==> src/rtl/sdn_pkg.sv <==
package sdn_pkg;

    localparam int ADDR_W = 4;
    localparam int DATA_W = 32;

    // register byte offsets
    localparam logic [ADDR_W-1:0] OFS_CTL  = 4'h0;
    localparam logic [ADDR_W-1:0] OFS_STAT = 4'h4;
    localparam logic [ADDR_W-1:0] OFS_SRC  = 4'h8;
    localparam logic [ADDR_W-1:0] OFS_KEY  = 4'hC;

    // wakeup source codes
    localparam logic [1:0] SRC_RESET = 2'b01;
    localparam logic [1:0] SRC_STBY  = 2'b10;
    localparam logic [1:0] SRC_SDN   = 2'b11;

    typedef enum logic [1:0] {
        ST_RUN   = 2'd0,
        ST_ENTER = 2'd1,
        ST_OFF   = 2'd2
    } sdn_state_e;

endpackage

==> src/rtl/sdn_fsm.sv <==
module sdn_fsm
    import sdn_pkg::*;
(
    input  logic       clk,
    input  logic       rst_n,
    input  logic       key_hit,
    input  logic       sd_wake,
    output sdn_state_e state,
    output logic       shutdown_req,
    output logic       sw_open,
    output logic       in_off
);

    sdn_state_e state_q, state_d;

    // next-state logic
    always_comb begin
        state_d = state_q;
        unique case (state_q)
            ST_RUN:   if (key_hit) state_d = ST_ENTER;
            ST_ENTER: state_d = ST_OFF;
            ST_OFF:   if (sd_wake) state_d = ST_RUN;
            default:  state_d = ST_RUN;
        endcase
    end

    // state register
    always_ff @(posedge clk or negedge rst_n) begin
        if (!rst_n) state_q <= ST_RUN;
        else        state_q <= state_d;
    end

    // Moore outputs
    always_comb begin
        shutdown_req = 1'b0;
        sw_open      = 1'b0;
        in_off       = 1'b0;
        unique case (state_q)
            ST_RUN:   sw_open      = 1'b1;
            ST_ENTER: shutdown_req = 1'b1;
            ST_OFF:   in_off       = 1'b1;
            default:  sw_open      = 1'b0;
        endcase
    end

    assign state = state_q;

endmodule

==> src/rtl/sdn_regs.sv <==
module sdn_regs
    import sdn_pkg::*;
#(
    parameter int              KEY_W   = 16,
    parameter logic [KEY_W-1:0] KEY_VAL = 16'hA7D5
) (
    input  logic              clk,
    input  logic              rst_n,
    input  logic              reg_wr,
    input  logic [ADDR_W-1:0] reg_addr,
    input  logic [DATA_W-1:0] reg_wdata,
    output logic [DATA_W-1:0] reg_rdata,
    input  logic              sw_open,
    input  logic              in_off,
    input  logic              wake_vld,
    input  logic              wake_from_sd,
    input  logic              wake_io,
    output logic              key_hit,
    output logic              sd_wake,
    output logic              release_q,
    output logic              flag_sd,
    output logic              flag_io,
    output logic [1:0]        wake_src
);

    logic wr_ctl, key_take, sb_wake;

    assign key_hit  = reg_wr && (reg_addr == OFS_KEY) &&
                      (reg_wdata[KEY_W-1:0] == KEY_VAL);
    assign key_take = sw_open && key_hit;
    assign wr_ctl   = sw_open && reg_wr && (reg_addr == OFS_CTL);
    assign sd_wake  = in_off && wake_vld && wake_from_sd;
    assign sb_wake  = sw_open && wake_vld && !wake_from_sd;

    // pad release bit: cleared by shutdown entry, written by software
    always_ff @(posedge clk or negedge rst_n) begin
        if (!rst_n)        release_q <= 1'b0;
        else if (key_take) release_q <= 1'b0;
        else if (wr_ctl)   release_q <= reg_wdata[0];
    end

    // sticky wakeup flags, cleared when pads are released
    always_ff @(posedge clk or negedge rst_n) begin
        if (!rst_n) begin
            flag_sd <= 1'b0;
            flag_io <= 1'b0;
        end else if (sd_wake) begin
            flag_sd <= 1'b1;
            flag_io <= wake_io;
        end else if (wr_ctl && reg_wdata[0]) begin
            flag_sd <= 1'b0;
            flag_io <= 1'b0;
        end
    end

    // wakeup source field
    always_ff @(posedge clk or negedge rst_n) begin
        if (!rst_n)       wake_src <= SRC_RESET;
        else if (sd_wake) wake_src <= SRC_SDN;
        else if (sb_wake) wake_src <= SRC_STBY;
    end

    // read mux; the key offset is write-only and reads zero
    always_comb begin
        reg_rdata = '0;
        case (reg_addr)
            OFS_CTL:  reg_rdata[0]   = release_q;
            OFS_STAT: reg_rdata[1:0] = {flag_io, flag_sd};
            OFS_SRC:  reg_rdata[1:0] = wake_src;
            default:  reg_rdata      = '0;
        endcase
    end

endmodule

==> src/rtl/sdn_padbank.sv <==
module sdn_padbank #(
    parameter int NPADS = 8
) (
    input  logic             clk,
    input  logic             rst_n,
    input  logic             hold,
    input  logic [NPADS-1:0] core_out,
    input  logic [NPADS-1:0] core_oe,
    input  logic [NPADS-1:0] pad_in,
    output logic [NPADS-1:0] pad_out,
    output logic [NPADS-1:0] pad_oe,
    output logic [NPADS-1:0] core_in
);

    for (genvar i = 0; i < NPADS; i++) begin : g_pad
        logic out_q, oe_q;
        always_ff @(posedge clk or negedge rst_n) begin
            if (!rst_n) begin
                out_q <= 1'b0;
                oe_q  <= 1'b0;
            end else if (!hold) begin
                out_q <= core_out[i];
                oe_q  <= core_oe[i];
            end
        end
        assign pad_out[i] = out_q;
        assign pad_oe[i]  = oe_q;
        assign core_in[i] = pad_in[i];
    end

endmodule

==> src/rtl/sdn_pad_ctrl.sv <==
module sdn_pad_ctrl
    import sdn_pkg::*;
#(
    parameter int          NPADS   = 8,
    parameter logic [15:0] KEY_VAL = 16'hA7D5
) (
    input  logic              clk,
    input  logic              rst_n,
    input  logic              reg_wr,
    input  logic [ADDR_W-1:0] reg_addr,
    input  logic [DATA_W-1:0] reg_wdata,
    output logic [DATA_W-1:0] reg_rdata,
    input  logic              wake_vld,
    input  logic              wake_from_sd,
    input  logic              wake_io,
    output logic              shutdown_req,
    output logic              pad_hold,
    input  logic [NPADS-1:0]  core_out,
    input  logic [NPADS-1:0]  core_oe,
    output logic [NPADS-1:0]  pad_out,
    output logic [NPADS-1:0]  pad_oe,
    input  logic [NPADS-1:0]  pad_in,
    output logic [NPADS-1:0]  core_in
);

    sdn_state_e state;
    logic       sw_open, in_off, key_hit, sd_wake;
    logic       release_q, flag_sd, flag_io;
    logic [1:0] wake_src;

    sdn_fsm u_fsm (
        .clk          (clk),
        .rst_n        (rst_n),
        .key_hit      (key_hit),
        .sd_wake      (sd_wake),
        .state        (state),
        .shutdown_req (shutdown_req),
        .sw_open      (sw_open),
        .in_off       (in_off)
    );

    sdn_regs #(
        .KEY_W   (16),
        .KEY_VAL (KEY_VAL)
    ) u_regs (
        .clk          (clk),
        .rst_n        (rst_n),
        .reg_wr       (reg_wr),
        .reg_addr     (reg_addr),
        .reg_wdata    (reg_wdata),
        .reg_rdata    (reg_rdata),
        .sw_open      (sw_open),
        .in_off       (in_off),
        .wake_vld     (wake_vld),
        .wake_from_sd (wake_from_sd),
        .wake_io      (wake_io),
        .key_hit      (key_hit),
        .sd_wake      (sd_wake),
        .release_q    (release_q),
        .flag_sd      (flag_sd),
        .flag_io      (flag_io),
        .wake_src     (wake_src)
    );

    assign pad_hold = !release_q;

    sdn_padbank #(.NPADS(NPADS)) u_pads (
        .clk      (clk),
        .rst_n    (rst_n),
        .hold     (pad_hold),
        .core_out (core_out),
        .core_oe  (core_oe),
        .pad_in   (pad_in),
        .pad_out  (pad_out),
        .pad_oe   (pad_oe),
        .core_in  (core_in)
    );

endmodule

==> config.mk <==
export PLATFORM = sky130hd
export DESIGN_NAME = sdn_pad_ctrl
export DESIGN_NICKNAME = d
export VERILOG_FILES = /design/src/rtl/sdn_pkg.sv /design/src/rtl/sdn_fsm.sv /design/src/rtl/sdn_regs.sv /design/src/rtl/sdn_padbank.sv /design/src/rtl/sdn_pad_ctrl.sv
export SDC_FILE = /design/constraint.sdc
export NUM_CORES = 1
export LEC_CHECK = 0
export BUFFER_PORTS_ARGS = -buffer_cell sky130_fd_sc_hd__buf_2
export CAP_MARGIN = 30
export CORE_ASPECT_RATIO = 0.75
export CORE_MARGIN = 1
export CORE_UTILIZATION = 41
export CTS_CLUSTER_DIAMETER = 80
export DETAILED_ROUTE_END_ITERATION = 12
export GPL_TIMING_DRIVEN = 0
export PLACE_DENSITY = 0.92
export SLEW_MARGIN = 10
export SYNTH_ARGS = -nofsm -noshare
export SYNTH_HDL_FRONTEND = slang
export SYNTH_SLANG_ARGS = --single-unit
==> constraint.sdc <==
create_clock -name clk -period 3.55 [get_ports clk]
set_clock_uncertainty 0.15 [all_clocks]
set_input_delay 0.355 -clock clk [delete_from_list [all_inputs] [get_ports clk]]
set_output_delay 0.355 -clock clk [all_outputs]
set_load 0.05 [all_outputs]
* Word-level counts from Yosys, hierarchy flattened
Index checks and enable logic that the tools add are counted.
** Word-level totals
- Flip-flop bits (word level) :: 23
- Output and inout bits :: 58
- Word-level logic and storage cells :: 62
** Operators by class
- Equality and inequality tests :: 8
- Mux-type cells :: 15
- Reduce and logical (&&, ||, !) cells :: 18
** Operators with widths (number)
- $eq A16 B16 Y1 const B :: 1
- $logic_and A1 B1 Y1 :: 10
- $eq A4 B4 Y1 const B :: 2
- $mux W1 :: 8
- $mux W2 :: 4
- $pmux W2 S3 :: 1
- $reduce_bool A2 Y1 :: 3
- $eq A4 B3 Y1 const B :: 1
- $logic_not A4 Y1 :: 1
- $pmux W1 S3 :: 1
- $eq A2 B1 Y1 const B :: 1
- $eq A2 B2 Y1 const B :: 1
- $logic_not A1 Y1 :: 2
- $logic_not A2 Y1 :: 1
- $ne A2 B1 Y1 const B :: 1
- $ne A2 B2 Y1 const B :: 1
- $pmux W1 S2 :: 1
- $reduce_and A2 Y1 :: 1

* Logic depth before layout (Yosys ltp)
Gate-level depths: netlist of run 1.
- Word-level depth :: 7
- Mapped depth :: 4
- Gate-level depth less buffers :: 4

* Cells and area by module
From an unflattened synthesis of run 1, not the netlist that was laid out.
** Second synthesis, totals
- Cells, all modules :: 135
- Area, all modules :: 1495.2 um2
** Modules (own cells, without submodules)
- sdn_padbank :: instances 1, cells each 58, area an instance 829.5 um2, seq. area each 400.4 um2
- sdn_regs :: instances 1, cells each 68, area an instance 578.1 um2, seq. area each 126.4 um2
- sdn_fsm :: instances 1, cells each 8, area an instance 83.8 um2, seq. area each 50.0 um2
- sdn_pad_ctrl :: instances 1, cells each 1, area an instance 3.8 um2, seq. area each 0.0 um2

* Worst setup path after synthesis of run 1
No wires, ideal clock.
- Path kind :: input -> output
- From :: in reg_addr[1]
- To :: out reg_rdata[1]
- Arrival :: 1705 ps
- Required time :: 3045 ps
- Slack :: 1340 ps
- Stages :: 3
- Cell sequence :: nor3b_4 > nand2_1 > o21ai_0
** On the way
- Cells in the longest elaborated chain, start to end :: 2
** Ends and longest elaborated chain
- start: declaration :: RTL line sdn_pad_ctrl.sv:10 : input logic [ADDR_W-1:0] reg_addr,
- $eq A4 B4 Y1 or $eq A4 B3 Y1 (tied branches) :: RTL line sdn_regs.sv:66 : case (reg_addr)
- $pmux W1 S2 * :: RTL line sdn_regs.sv:66
- end: declaration :: RTL line sdn_pad_ctrl.sv:12 : output logic [DATA_W-1:0] reg_rdata,
Mark *: on every way between the ends. The rest lies on a longest branch, timed or not.

* Worst setup path in the final report of run 1
- From :: reg u_regs.release_q
- To :: out reg_rdata[0]
** On the way
- Cells in the longest elaborated chain, start to end :: 1
** Ends and longest elaborated chain
- start: declaration :: RTL line sdn_regs.sv:20 : output logic release_q,
- start signal: assignment :: RTL line sdn_regs.sv:39 : else if (wr_ctl) release_q <= reg_wdata[0];
- $pmux W1 S3 :: RTL line sdn_regs.sv:66
Every way passes these cells.

==> run summary, run 1 <==
Area leader, netlist: dfrtp_1
Final TNS setup: 0 ps
Fmax: 0.465 GHz
Worst-skew pair later-pin latency: 260 ps
Largest net degree at the start of global routing: 24
Post-synth EDFFs: 0
Ranking of synthesized cells by area: dfrtp_1 (39%), buf_4 (28%), mux2_2 (13%)
Die width: 70.0 um
Mapped Area: 1420 um^2
Final ANT Viol Nets: 0
CTS Root Buffer Type: clkbuf_8
Clock buffer depth: 2
CTS buffer count: 3
Initial Util: 43.0%
Worst-path clk slew: 80 ps
Warnings, synthesis: 0
Hold Path Stages: 2
IO Port Bufs: 69
Post-synth ARST share: 100%
Core area: 3310 um^2
Status: finished clean
Startpoint types: flop
Drt pass-1 iters: 4
Leakage: 0.00112 uW
Setup crit start: u_regs.release_q$_DFFE_PN0P_
Drt drc: 0
Vias in the first global route: 1087
Post-CTS sizing: 0
Die Area: 3710 um^2
Fin. Hold Viols: 0
Final #Nets: 304
H-tree levels: 1
Gate Count Post-Synth: 134
Post-CTS setup buffer count: 0
Final min period: 2150 ps
R2R depth: 3
Yosys cell types: 27
Die height: 53.0 um
Num rows: 18
R2R Setup Slk: 2070 ps
Synth cell count leaders: buf_4 (54), dfrtp_1 (22), mux2_2 (16), nand3_1 (5)
Grt total ovfl: 0
Fin. max-slew vios: 0
Initial antenna violation count: 0
# diodes: 0
Synth top area share: 38.7%
DR vias: 1144
Worst reg2reg path startpoint: u_regs.release_q$_DFFE_PN0P_
Clk sink count: 23
Max-cap viol count: 0
Main flop type after synthesis: dfrtp_1
Routed wire per std cell: 10.5 um
# fillers: 301
Worst setup path class: flop to output port
First-pass GRT wire length: 4690 um
Most numerous cell in the Yosys netlist: buf_4
Total Routing Usage GR: 16.3%
Average cell area after synthesis: 10.6 um^2
Top delay family on crit path: buffers and inverters
CTS tree: built
Seq/Total Area, Yosys: 40.5%
Worst EP required: 3040 ps
Max incr delay on CP: 320 ps
Slowest-stage cell, CP: dfrtp_1
Most frequent CP cell: buf_2
PD cells: 613 nW/um^2
WHS: 169 ps
Share of cells above drive strength 1: 62.9%
Worst Tran Pin Value: 516 ps
Cells along the critical path: buf_2, buf_2, a221oi_1, a21oi_1, buf_2
# setup viols final: 0
GP Congestion: 0.731
Reg2Reg Capture Point: u_pads.g_pad[3].out_q$_DFFE_PN0P_
Worst hold path class: input pin to flop
Top-Level Pins: 124
Hold Path Sink: u_regs.flag_io$_DFFE_PN0P_
RSZ-0062 raised after global routing: false
Peak supply drop: 0.384 mV
Headroom to the max-slew limit: 65.6%
Crit-path max FO: 10
Iter 0 DRT Violations: 31
Element type at the critical path end: output port
Worst Hold Launch: wake_io
Bufs and invs on worst path: 3
Worst Path Arrival: 1650 ps
Vias per cell: 4.13
Synthesis-to-layout area growth: 39.4%
Post-synthesis register bit count: 23
Final HPWL DP: 2460 um
Post-Route WL: 2900 um
Tcrit/Tclk final: 60.6%
-- logic make-up (layout without fill, tap and decap cells) --
family	Yosys count	after routing	synth area share [%]
and+or+nand+nor	26	26	11.9
xor gates and xnor gates	1	1	0.616
muxes	16	16	12.7
buffers and inverters	57	131	29.5
AOI/OAI and AO/OA	10	10	4.57
DFF	23	23	40.5
other	1	30	0.264
-- through the flow --
step / cells / power, uW / utilization, % / cell area, um^2 / setup WS, ps
5_1_grt: 277 / 1280 / 59.9 / 1980 / 1220
6_report: 277 / 1220 / 59.9 / 1980 / 1400
3_3_place_gp: 272 / 1050 / 58.2 / 1930 / 1680
4_1_cts: 277 / 1230 / 59.9 / 1980 / 1360
3_5_place_dp: 272 / 1070 / 58.2 / 1930 / 1670
2_1_floorplan: 163 / 944 / - / 1530 / 1340
-- routing by layer --
metal  vias to the layer above  routed length, um  track usage (%)
li1                        570                  -                -
met1                       533               1040             16.8
met2                        41               1660             33.8
met3                         0                196             5.33
met4                         0                  0             1.00
met5                         -                  0                0
-- where the power goes --
group / switching, uW / internal [uW] / total [uW]
Combinational: 444 / 244 / 689
Sequential: 35.3 / 332 / 368
Clock: 82.3 / 78.2 / 160
-- layout make-up --
type | instances | area, um^2 | share of cell area [%]
sequential | 23 | 577 | 29.1
multi-input combinational | 83 | 536 | 27.0
buffer | 56 | 415 | 20.9
timing repair buffer | 70 | 355 | 17.9
tap | 40 | 50.0 | 2.52
clock buffer | 3 | 41.3 | 2.08
clock inverter | 1 | 5.00 | 0.252
inverter | 1 | 3.75 | 0.189
-- how the worst max path moves through the flow --
stage,to,slack [ps],cells past startpoint
after floorplan,reg_rdata[1],1340,3
after global placement,reg_rdata[0],1680,5
after detailed placement,reg_rdata[0],1670,5
after CTS,reg_rdata[0],1360,5
after global routing,reg_rdata[0],1220,5
final,reg_rdata[0],1400,5
-- placed cells by master, fill, tap and decap left out, types with 3 or more instances in the layout --
cell type   n
a21o_1      3
a21oi_1     4
buf_2      71
buf_4      54
clkbuf_8    3
conb_1     30
dfrtp_1    22
mux2_2     16
nand2_1     4
nand3_1     5
nor2_1      3
nor2b_1     4
-- registers in the layout, indices dropped and copies added (netlist names) --
register            count
u_pads.g_pad.oe_q       8
u_pads.g_pad.out_q      8
u_fsm.state             2
u_regs.wake_src         2
u_regs.flag_io          1
u_regs.flag_sd          1
u_regs.release_q        1
-- timing repair --
item | in CTS | in global routing
hold buffers | 1 | 0
setup endpoints to repair | 0 | 0
hold endpoints to repair | 22 | 0
No activity file was read; power rests on OpenSTA's default activity.
==> run 2, diff against run 1 <==
--- a/config.mk
+++ b/config.mk
@@ -9,11 +9,11 @@
 export CAP_MARGIN = 30
 export CORE_ASPECT_RATIO = 0.75
 export CORE_MARGIN = 1
-export CORE_UTILIZATION = 41
+export CORE_UTILIZATION = 38
 export CTS_CLUSTER_DIAMETER = 80
 export DETAILED_ROUTE_END_ITERATION = 12
 export GPL_TIMING_DRIVEN = 0
-export PLACE_DENSITY = 0.92
+export PLACE_DENSITY = 0.87
 export SLEW_MARGIN = 10
 export SYNTH_ARGS = -nofsm -noshare
 export SYNTH_HDL_FRONTEND = slang
==> constraint.sdc (replaced) <==
create_clock -name clk -period 2.2 [get_ports clk]
set_clock_uncertainty 0.15 [all_clocks]
set_input_delay 0.22 -clock clk [delete_from_list [all_inputs] [get_ports clk]]
set_output_delay 0.22 -clock clk [all_outputs]
set_load 0.05 [all_outputs]
==> run summary, run 2 (synthesized netlist as in run 1, its figures left out) <==
RSZ-0062 raised after global routing: false
Most frequent CP cell: buf_2
Worst-path clk slew: 80 ps
# diodes: 0
Clk sink count: 23
Initial Util: 41.6%
Biggest regs: u_pads.g_pad.oe_q: 8 flops, u_pads.g_pad.out_q: 8 flops
Power Total: 1950 uW
Die Area: 4000 um^2
Worst setup path class: flop to output port
Setup ws final: 203 ps
Fin. max-slew vios: 0
Max-cap viol count: 0
Initial antenna violation count: 0
Top-Level Pins: 124
Final ANT Viol Nets: 0
Status: finished clean
Wire length on met1: 1150 um
Startpoint types: flop
Vias per cell: 3.92
WHS: 38.7 ps
Final HPWL DP: 2340 um
Met2 Wirelength: 1430 um
Largest net degree at the start of global routing: 24
Fmax: 0.501 GHz
Clock buffer depth: 2
Leakage: 0.00112 uW
Share of cells above drive strength 1: 62.9%
Top delay family on crit path: buffers and inverters
GP Congestion: 0.734
Final TNS setup: 0 ps
Routed wire per std cell: 9.65 um
Element type at the critical path end: output port
IO Port Bufs: 69
Worst Path Arrival: 1630 ps
Core area: 3420 um^2
Cells along the critical path: buf_2, clkbuf_4, a221oi_1, a21oi_1, buf_2
Num rows: 18
Drt pass-1 iters: 4
CTS tree: built
DR top layer: met4
H-tree levels: 1
Synthesis-to-layout area growth: 40.5%
Peak supply drop: 0.440 mV
CTS buffer count: 3
DR vias: 1124
Slowest-stage cell, CP: dfrtp_1
Final Core Density: 58.4%
Post-Route WL: 2770 um
Grt total ovfl: 0
Max incr delay on CP: 320 ps
Die height: 55.0 um
Drt drc: 0
Tcrit/Tclk final: 90.8%
PD cells: 977 nW/um^2
Worst hold path class: input pin to flop
Routed met3 length: 167 um
Total Routing Usage GR: 14.0%
Iter 0 DRT Violations: 29
Bufs and invs on worst path: 3
Final #Nets: 304
Commonest non-fill, non-tap cell in the layout: buf_2
Final min period: 2000 ps
Vias in the first global route: 967
Setup WS pre-CTS: 406 ps
Fin. Hold Viols: 0
Worst EP required: 1830 ps
CTS Root Buffer Type: clkbuf_8
Die width: 72.7 um
Most frequent cells in the layout: buf_2 (70), buf_4 (54), conb_1 (30)
Worst-skew pair later-pin latency: 260 ps
# setup viols final: 0
Crit-path max FO: 10
First-pass GRT wire length: 4110 um
==> run 2: worst register-to-register path: stages, from the launching register on <==
cell,delay (ps)
dfrtp_1,320
buf_2,230
clkbuf_4,280
mux2_2,360
==> run 2: final timing paths <==
| check | slack (ps) | endpoint | cells after the start | from |
|---|---|---|---|---|
| worst min register to register | 340 | u_regs.wake_src[1]$_DFFE_PN0P_ | 1 | u_regs.wake_src[1]$_DFFE_PN0P_ |
| worst max register to register | 760 | u_pads.g_pad[7].out_q$_DFFE_PN0P_ | 3 | u_regs.release_q$_DFFE_PN0P_ |
| worst min-delay path | 40 | u_pads.g_pad[2].oe_q$_DFFE_PN0P_ | 2 | core_oe[2] |
| max in group asynchronous | 1230 | u_regs.wake_src[0]$_DFFE_PN1P_ | 2 | rst_n |
| min in group asynchronous | 310 | u_pads.g_pad[3].oe_q$_DFFE_PN0P_ | 2 | rst_n |
| worst max-delay path | 200 | reg_rdata[0] | 5 | u_regs.release_q$_DFFE_PN0P_ |
==> run 2: repair_timing <==
item,4_1_cts,5_1_grt
resized for setup,0,1
hold buffers,1,0
setup buffers,0,0
endpoints found under the setup margin,0,1
endpoints found under the hold margin,22,0
==> run 2: layout make-up <==
class | count | area (um^2)
Tap cell | 50 | 62.6
Sequential cell | 23 | 577
Inverter | 1 | 3.75
Buffer | 56 | 418
Fill cell | 312 | 1430
Clock buffer | 3 | 41.3
Multi-Input combinational cell | 83 | 536
Timing Repair Buffer | 70 | 355
Clock inverter | 1 | 5.00
==> run 2: report_power, final <==
group / total [uW] / leakage [uW] / internal, uW / switching, uW
sequential: 587 / 0.000275 / 536 / 50.9
clock: 251 / 0.0000255 / 126 / 125
combinational: 1110 / 0.000823 / 396 / 718
==> run 2: metal layers <==
metal  vias to the layer above  GRT usage, %
met3                         2          4.35
li1                        572             -
met2                        41          28.0
met5                         -             0
met1                       509          14.5
met4                         0          3.92
==> run 2: through the flow <==
stage	area (um^2)	std cells
6_report	2000	287
5_1_grt	2000	287
4_1_cts	2000	287
3_5_place_dp	1940	282
3_3_place_gp	1940	282
2_1_floorplan	1530	163
